===== src/rtl/mdio_pkg.sv =====
// Shared constants, register offsets and frame builder for the MDIO master.
// Assumes 64-bit frames with a 32-bit preamble, MSB sent first.
package mdio_pkg;
    localparam int FRAME_BITS = 64;
    localparam int IDX_W      = 6;
    localparam int TA_IDX     = 46;   // first turnaround bit
    localparam int TA_LOW_IDX = 47;   // bit a present PHY pulls low
    localparam int DATA_IDX   = 48;   // first data bit

    typedef enum logic [1:0] {
        OFS_CFG  = 2'd0,
        OFS_CTL  = 2'd1,
        OFS_ADDR = 2'd2,
        OFS_DATA = 2'd3
    } reg_ofs_e;

    // Assemble preamble, start, opcode, addresses, turnaround and payload.
    function automatic logic [FRAME_BITS-1:0] build_frame(
        input logic [1:0]  st,
        input logic [1:0]  op,
        input logic [4:0]  phy,
        input logic [4:0]  dev,
        input logic [15:0] payload
    );
        return {32'hFFFF_FFFF, st, op, phy, dev, 2'b10, payload};
    endfunction
endpackage


===== src/rtl/mdio_clkgen.sv =====
// MDC generator: while run is high, MDC toggles every (div+1) clocks and
// one-cycle rise/fall strobes mark the edges. It assumes div is stable for
// the whole frame. MDC parks low while run is low.
module mdio_clkgen #(
    parameter int DIV_W = 9
) (
    input  logic             clk,
    input  logic             rst_n,
    input  logic             run,
    input  logic [DIV_W-1:0] div,
    output logic             mdc,
    output logic             rise,
    output logic             fall
);
    logic [DIV_W-1:0] cnt;
    logic             tick;

    assign tick = run && (cnt == div);
    assign rise = tick && !mdc;
    assign fall = tick && mdc;

    // Count system clocks and flip MDC at the end of each half period.
    always_ff @(posedge clk) begin
        if (!rst_n || !run) begin
            cnt <= '0;
            mdc <= 1'b0;
        end else if (tick) begin
            cnt <= '0;
            mdc <= ~mdc;
        end else begin
            cnt <= cnt + 1'b1;
        end
    end

    a_r2_idle_low: assert property (@(posedge clk) disable iff (!rst_n)
        !run |=> !mdc);
endmodule


===== src/rtl/mdio_serdes.sv =====
// Frame shifter: loads a 64-bit frame on start and drives bit 0 at once.
// It advances one bit per MDC falling edge. On read frames it releases
// MDIO from the turnaround onwards, checks the turnaround and shifts in
// 16 data bits at the selected sample edge. It assumes start only arrives
// while idle.
module mdio_serdes
    import mdio_pkg::*;
(
    input  logic                  clk,
    input  logic                  rst_n,
    input  logic                  start,
    input  logic [FRAME_BITS-1:0] frame,
    input  logic                  is_rd,
    input  logic                  neg,
    input  logic                  rise,
    input  logic                  fall,
    input  logic                  mdio_i,
    output logic                  active,
    output logic                  rd_frame,
    output logic                  done,
    output logic                  mdio_o,
    output logic                  mdio_oe,
    output logic                  rd_err,
    output logic [15:0]           rdata
);
    logic [FRAME_BITS-1:0] sh;
    logic [IDX_W-1:0]      idx;
    logic                  sample;

    assign sample  = neg ? fall : rise;
    assign mdio_o  = sh[FRAME_BITS-1];
    assign mdio_oe = active && !(rd_frame && idx >= IDX_W'(TA_IDX));

    // Sequence the bits of one frame and flag its completion.
    always_ff @(posedge clk) begin
        if (!rst_n) begin
            active   <= 1'b0;
            rd_frame <= 1'b0;
            done     <= 1'b0;
            sh       <= '0;
            idx      <= '0;
        end else begin
            done <= 1'b0;
            if (start) begin
                active   <= 1'b1;
                rd_frame <= is_rd;
                sh       <= frame;
                idx      <= '0;
            end else if (active && fall) begin
                sh <= sh << 1;
                if (idx == IDX_W'(FRAME_BITS-1)) begin
                    active <= 1'b0;
                    done   <= 1'b1;
                end else begin
                    idx <= idx + 1'b1;
                end
            end
        end
    end

    // Capture turnaround status and read data at the chosen sample edge.
    always_ff @(posedge clk) begin
        if (!rst_n) begin
            rd_err <= 1'b0;
            rdata  <= '0;
        end else if (start) begin
            rd_err <= 1'b0;
        end else if (active && rd_frame && sample) begin
            if (idx == IDX_W'(TA_LOW_IDX))
                rd_err <= mdio_i;
            if (idx >= IDX_W'(DATA_IDX))
                rdata <= {rdata[14:0], mdio_i};
        end
    end

    a_r8_err_clear_on_start: assert property (@(posedge clk) disable iff (!rst_n)
        start |=> !rd_err);
    a_r3_hold_between_falls: assert property (@(posedge clk) disable iff (!rst_n)
        (active && !fall && !start) |=> $stable(mdio_o));
    a_r7_done_idle: assert property (@(posedge clk) disable iff (!rst_n)
        done |-> !active);
endmodule


===== src/rtl/mdio_master.sv =====
// Top level of the MDIO master: four software registers, launch decode for
// address, read and write frames, MDC generation and the frame shifter.
// It assumes single-cycle register writes and a combinational read mux.
module mdio_master
    import mdio_pkg::*;
#(
    parameter int DIV_W   = 9,
    parameter int DIV_RST = 258
) (
    input  logic        clk,
    input  logic        rst_n,
    input  logic        reg_we,
    input  logic [1:0]  reg_addr,
    input  logic [31:0] reg_wdata,
    output logic [31:0] reg_rdata,
    output logic        mdc,
    output logic        mdio_o,
    output logic        mdio_oe,
    input  logic        mdio_i
);
    localparam int DIV_PAD = 16 - DIV_W;

    logic             ext_q, neg_q;
    logic [DIV_W-1:0] div_q;
    logic [4:0]       phy_q, dev_q;
    logic [15:0]      addr_q, data_q;

    logic             busy, rd_frame, done, rd_err;
    logic [15:0]      rdata;
    logic             rise, fall;
    logic             we_ok, launch, is_rd;
    logic [1:0]       st, op;
    logic [4:0]       l_phy, l_dev;
    logic [15:0]      payload;
    logic [FRAME_BITS-1:0] frame;

    assign we_ok = reg_we && !busy;
    assign st    = ext_q ? 2'b00 : 2'b01;

    // Decode which frame, if any, a register write launches.
    always_comb begin
        launch  = 1'b0;
        is_rd   = 1'b0;
        op      = 2'b01;
        l_phy   = phy_q;
        l_dev   = dev_q;
        payload = reg_wdata[15:0];
        if (we_ok) begin
            case (reg_ofs_e'(reg_addr))
                OFS_CTL: if (reg_wdata[15]) begin
                    launch = 1'b1;
                    is_rd  = 1'b1;
                    op     = ext_q ? 2'b11 : 2'b10;
                    l_phy  = reg_wdata[9:5];
                    l_dev  = reg_wdata[4:0];
                    payload = 16'hFFFF;
                end
                OFS_ADDR: if (ext_q) begin
                    launch = 1'b1;
                    op     = 2'b00;
                end
                OFS_DATA: launch = 1'b1;
                default: ;
            endcase
        end
    end

    assign frame = build_frame((launch && op == 2'b00) ? 2'b00 : st, op, l_phy, l_dev, payload);

    // Hold software-visible configuration, addressing and data values.
    always_ff @(posedge clk) begin
        if (!rst_n) begin
            ext_q  <= 1'b0;
            neg_q  <= 1'b0;
            div_q  <= DIV_W'(DIV_RST);
            phy_q  <= '0;
            dev_q  <= '0;
            addr_q <= '0;
            data_q <= '0;
        end else begin
            if (reg_we && reg_ofs_e'(reg_addr) == OFS_CFG) begin
                ext_q <= reg_wdata[2];
                neg_q <= reg_wdata[3];
                div_q <= reg_wdata[16 +: DIV_W];
            end
            if (we_ok && reg_ofs_e'(reg_addr) == OFS_CTL) begin
                phy_q <= reg_wdata[9:5];
                dev_q <= reg_wdata[4:0];
            end
            if (we_ok && reg_ofs_e'(reg_addr) == OFS_ADDR)
                addr_q <= reg_wdata[15:0];
            if (we_ok && reg_ofs_e'(reg_addr) == OFS_DATA)
                data_q <= reg_wdata[15:0];
            else if (done && rd_frame)
                data_q <= rdata;
        end
    end

    // Present the addressed register to software.
    always_comb begin
        case (reg_ofs_e'(reg_addr))
            OFS_CFG:  reg_rdata = {{DIV_PAD{1'b0}}, div_q, 12'b0, neg_q, ext_q, rd_err, busy};
            OFS_CTL:  reg_rdata = {22'b0, phy_q, dev_q};
            OFS_ADDR: reg_rdata = {16'b0, addr_q};
            default:  reg_rdata = {busy, 15'b0, data_q};
        endcase
    end

    mdio_clkgen #(.DIV_W(DIV_W)) u_clk (
        .clk(clk), .rst_n(rst_n), .run(busy), .div(div_q),
        .mdc(mdc), .rise(rise), .fall(fall)
    );

    mdio_serdes u_ser (
        .clk(clk), .rst_n(rst_n), .start(launch), .frame(frame), .is_rd(is_rd),
        .neg(neg_q), .rise(rise), .fall(fall), .mdio_i(mdio_i),
        .active(busy), .rd_frame(rd_frame), .done(done),
        .mdio_o(mdio_o), .mdio_oe(mdio_oe), .rd_err(rd_err), .rdata(rdata)
    );

    a_r9_ctl_frozen: assert property (@(posedge clk) disable iff (!rst_n)
        (busy && reg_we && reg_addr == 2'd1) |=> $stable({phy_q, dev_q}));
    a_r5_short_addr_no_frame: assert property (@(posedge clk) disable iff (!rst_n)
        (!busy && reg_we && reg_addr == 2'd2 && !ext_q) |=> !busy);
endmodule


===== config.mk =====
export PLATFORM = sky130hd
export DESIGN_NAME = mdio_master
export DESIGN_NICKNAME = d
export VERILOG_FILES = /design/src/rtl/mdio_pkg.sv /design/src/rtl/mdio_clkgen.sv /design/src/rtl/mdio_serdes.sv /design/src/rtl/mdio_master.sv
export SDC_FILE = /design/constraint.sdc
export NUM_CORES = 1
export LEC_CHECK = 0
export ABC_CLOCK_PERIOD_IN_PS = 4400
export BUFFER_PORTS_ARGS = -buffer_cell sky130_fd_sc_hd__buf_2
export CAP_MARGIN = 40
export CELL_PAD_IN_SITES_DETAIL_PLACEMENT = 0
export CELL_PAD_IN_SITES_GLOBAL_PLACEMENT = 2
export CORE_ASPECT_RATIO = 0.6
export CORE_MARGIN = 5
export CORE_UTILIZATION = 38
export CTS_CLUSTER_SIZE = 10
export DETAILED_ROUTE_END_ITERATION = 6
export PLACE_DENSITY = 0.85
export RECOVER_POWER = 100
export SETUP_SLACK_MARGIN = 0.1
export SYNTH_ARGS = -nofsm -noshare
export SYNTH_HDL_FRONTEND = slang
export SYNTH_SLANG_ARGS = --single-unit

===== constraint.sdc =====
create_clock -name clk -period 4.4 [get_ports clk]
set_input_delay 0.88 -clock clk [delete_from_list [all_inputs] [get_ports clk]]
set_output_delay 0.88 -clock clk [all_outputs]
set_load 0.03 [all_outputs]

==> results.md <==
* Final Net Count at between 900 and 1,000
* # port buffers at about 60
* CP Capture Type: output port
* Sequential fraction of the synthesis area at 0.433
* FF-to-FF End: u_ser.rdata[13]
* # Post-CTS Setup Buffers at 0
* Total track usage at 0.173
* Final cell count without fillers at between 1,000 and 1,500
* Fillers at ~1,900
* Die Ht at approximately 120 um
* Vias per cell at slightly above 5
* Layout cell share with drive strength beyond 1 at 0.0979
* Arrival time worst endpoint at ~2.7 ns
* DP Wirelength at around 12,000 um
* Final hold vios at 0
* Rows at 38
* Status: finished clean
* Syn Std Cell Area at about 7100 um2
* RSZ-0062 raised after global routing: no
* Setup TNS at 0 ns
* LEAKAGE at 3.02 nW
* CTS clock-pin slew for the worst setup and hold paths at 0.06 ns
* Die width at between 150 and 200 um
* Most frequent cells after synthesis: 172 x nand2_1, 153 x dfxtp_1, 63 x nand3_1
* Slew HR at 0.0950
* Worst Hold Path EP: u_ser.sh[31]
* Area contributors post-synth: dfxtp_1 43%, nand2_1 9.1%, nand3_1 4.5%
* Syn_area_per_cell at 8.16 um2
* CTS tree: done
* Area of the die at about 22,000 um2
* First-pass GRT wire length at approximately 30,000 um
* Num Clock Sinks at between 150 and 200
* Max-capacitance violation count at 0
* HP Class: reg2reg
* Worst r2r src: u_ser.rd_frame
* Synthesis-stage register bit count at between 150 and 200
* CTS Hold Bufs at 0
* Hold Startpoint: u_ser.sh[31]
* Final period util at 0.810
* Largest net degree at the start of global routing at 65
* Power density over the cells at roughly 400 nW/um2
* Cell Area, Placed at approximately 7500 um2
* Worst Hold Depth at 2
* Drt wl/cell at roughly 16 um
* DR vias at around 5,900
* Cts bufs inserted at 17
* Fin Clk Skew at 0.0121 ns
* Post_cts resized at 0
* DR DRC count at 0
* Initial antenna violation count at 1
* Worst-Skew Late Latency at ~0.43 ns
* GPL Wtd Cong at ~0.77
* Worst reg-to-reg setup slack at roughly 1.2 ns
* CTS HTree Levels at 4
* Initial DRC Count at 386
* Final Max Tran Viols at 0
* Ys flop type: dfxtp_1
* Startpoint types: primary input
* # setup viols final at 0
* Area grow syn2layout at 13.6%
* Vias in the first global route at approximately 5,600
* Synth area leader: dfxtp_1
* Remaining Overflow, GRT at 0
* Post-synth EDFFs at 0
* Yosys warns at 0
* Count leader, synth: nand2_1
* Post-layout min period at around 3.6 ns
* Post-synth ARST share at 0
* Top-area cell type share of the netlist area at 0.433
* IO Pins at 73
* Final WL at between 15,000 and 20,000 um
* Dpl ws at 1.01 ns
* Maximum VDD drop at ~260 uV
* Final worst slack at between 0.8 and 0.9 ns
* Synth unique cells at between 40 and 50
* Core area at between 15,000 and 20,000 um2
* WP data required at ~3.5 ns
* CP Class: in2out
* Post-Place Cells at about 1,100
* Initial DRT Pass Iterations at 4
* Finished Cell Area at around 8000 um2
* Highest Clock Rate at approximately 280 MHz
* Initial Util at 0.389
* Cells after synthesis at 867
* # diodes at 0
* Final ANT Viol Nets at 0
* Tightest Pin Transition at between 1 and 1.5 ns
* Crit Path Max Fanout at 16
* Clk buf depth at 2
* Worst reg2reg path depth at 6
* Root buffer cell: clkbuf_16
* Overall Power at 3.24 mW
## layout make-up
cell class	instances	area [um2]	area share
well taps	240	300	0.0374
repair buffers	75	384	0.0478
multi-input cells	637	3650	0.455
clock buffers	18	429	0.0534
clock inverters	14	160	0.0199
flip-flops and latches	153	3060	0.381
inverters	12	45.0	0.00561
## worst max-delay path by stage
| stage | from | endpoint | slack (ns) | cells after the start |
|---|---|---|---|---|
| 4_1_cts | reg_addr[0] | reg_rdata[7] | 1.0 | 6 |
| 3_3_place_gp | reg_addr[0] | reg_rdata[7] | 1.02 | 6 |
| 2_1_floorplan | reg_addr[0] | reg_rdata[4] | 1.06 | 6 |
| 6_report | reg_addr[0] | reg_rdata[12] | 0.84 | 7 |
| 3_5_place_dp | reg_addr[0] | reg_rdata[7] | 1.01 | 6 |
| 5_1_grt | reg_addr[0] | reg_rdata[12] | 0.66 | 7 |
## state kept, by name, indices dropped and copies added, names as in the netlist, 5 cells and up
| name | flops |
|---|---|
| addr_q | 16 |
| data_q | 16 |
| dev_q | 5 |
| div_q | 9 |
| phy_q | 5 |
| u_clk.cnt | 9 |
| u_ser.idx | 6 |
| u_ser.rdata | 16 |
| u_ser.sh | 64 |
## logic make-up after synthesis
logic type                 Yosys count  synth area share
xor gates and xnor gates            17            0.0269
DFF                                153             0.433
adders and majority gates            8            0.0142
buffers and inverters               82            0.0504
and+or+nand+nor                    446             0.310
other                                1          0.000530
muxes                               20            0.0283
AOI/OAI and AO/OA                  140             0.137
## layout by cell type (no fill, tap or decap), types with 5 or more instances in the layout
master	Yosys	layout
nand3_1	63	64
inv_1	12	12
buf_4	7	11
mux2i_1	20	20
a31oi_1	16	16
xnor2_1	9	9
and2_0	0	5
conb_1	1	6
nor2_1	58	58
o211a_1	16	16
and2_1	12	7
ha_1	8	8
nor3b_1	32	32
a21oi_1	13	13
a21boi_0	37	37
dfxtp_1	153	153
nor3_1	58	58
o21ai_0	35	35
clkbuf_1	51	29
buf_2	6	33
nand2_1	172	172
a22oi_1	7	7
nor2b_1	19	19
clkbuf_16	0	17
inv_6	0	6
and3_1	5	5
## routing by layer
| metal | share of wire | vias up | global-route usage |
|---|---|---|---|
| met4 | 0.0032 | 2 | 0.0349 |
| li1 | - | 3036 | - |
| met5 | 0.00072 | - | 0 |
| met1 | 0.55 | 2751 | 0.264 |
| met2 | 0.40 | 100 | 0.247 |
| met3 | 0.044 | 7 | 0.0430 |
## where the power goes
group | total (mW) | internal [mW] | switching [mW] | leakage, nW
sequential | 1.48 | 1.44 | 0.0366 | 1.25
combinational | 0.268 | 0.101 | 0.167 | 1.49
clock | 1.49 | 0.851 | 0.643 | 0.281
## worst max-delay path, cell delays in order
cell      delay [ns]
clkbuf_1        0.14
inv_1           0.13
ha_1            0.63
clkbuf_1        0.28
nand2_1         0.08
o21ai_0         0.19
clkbuf_1        0.34
## through the flow
stage / util / hold slack (ns)
6_report: 0.442 / 0.456
5_1_grt: 0.442 / 0.483
4_1_cts: 0.447 / 0.460
3_5_place_dp: 0.414 / 0.451
3_3_place_gp: 0.413 / 0.451
2_1_floorplan: - / 0.432
(Power assumes the default switching activity.)
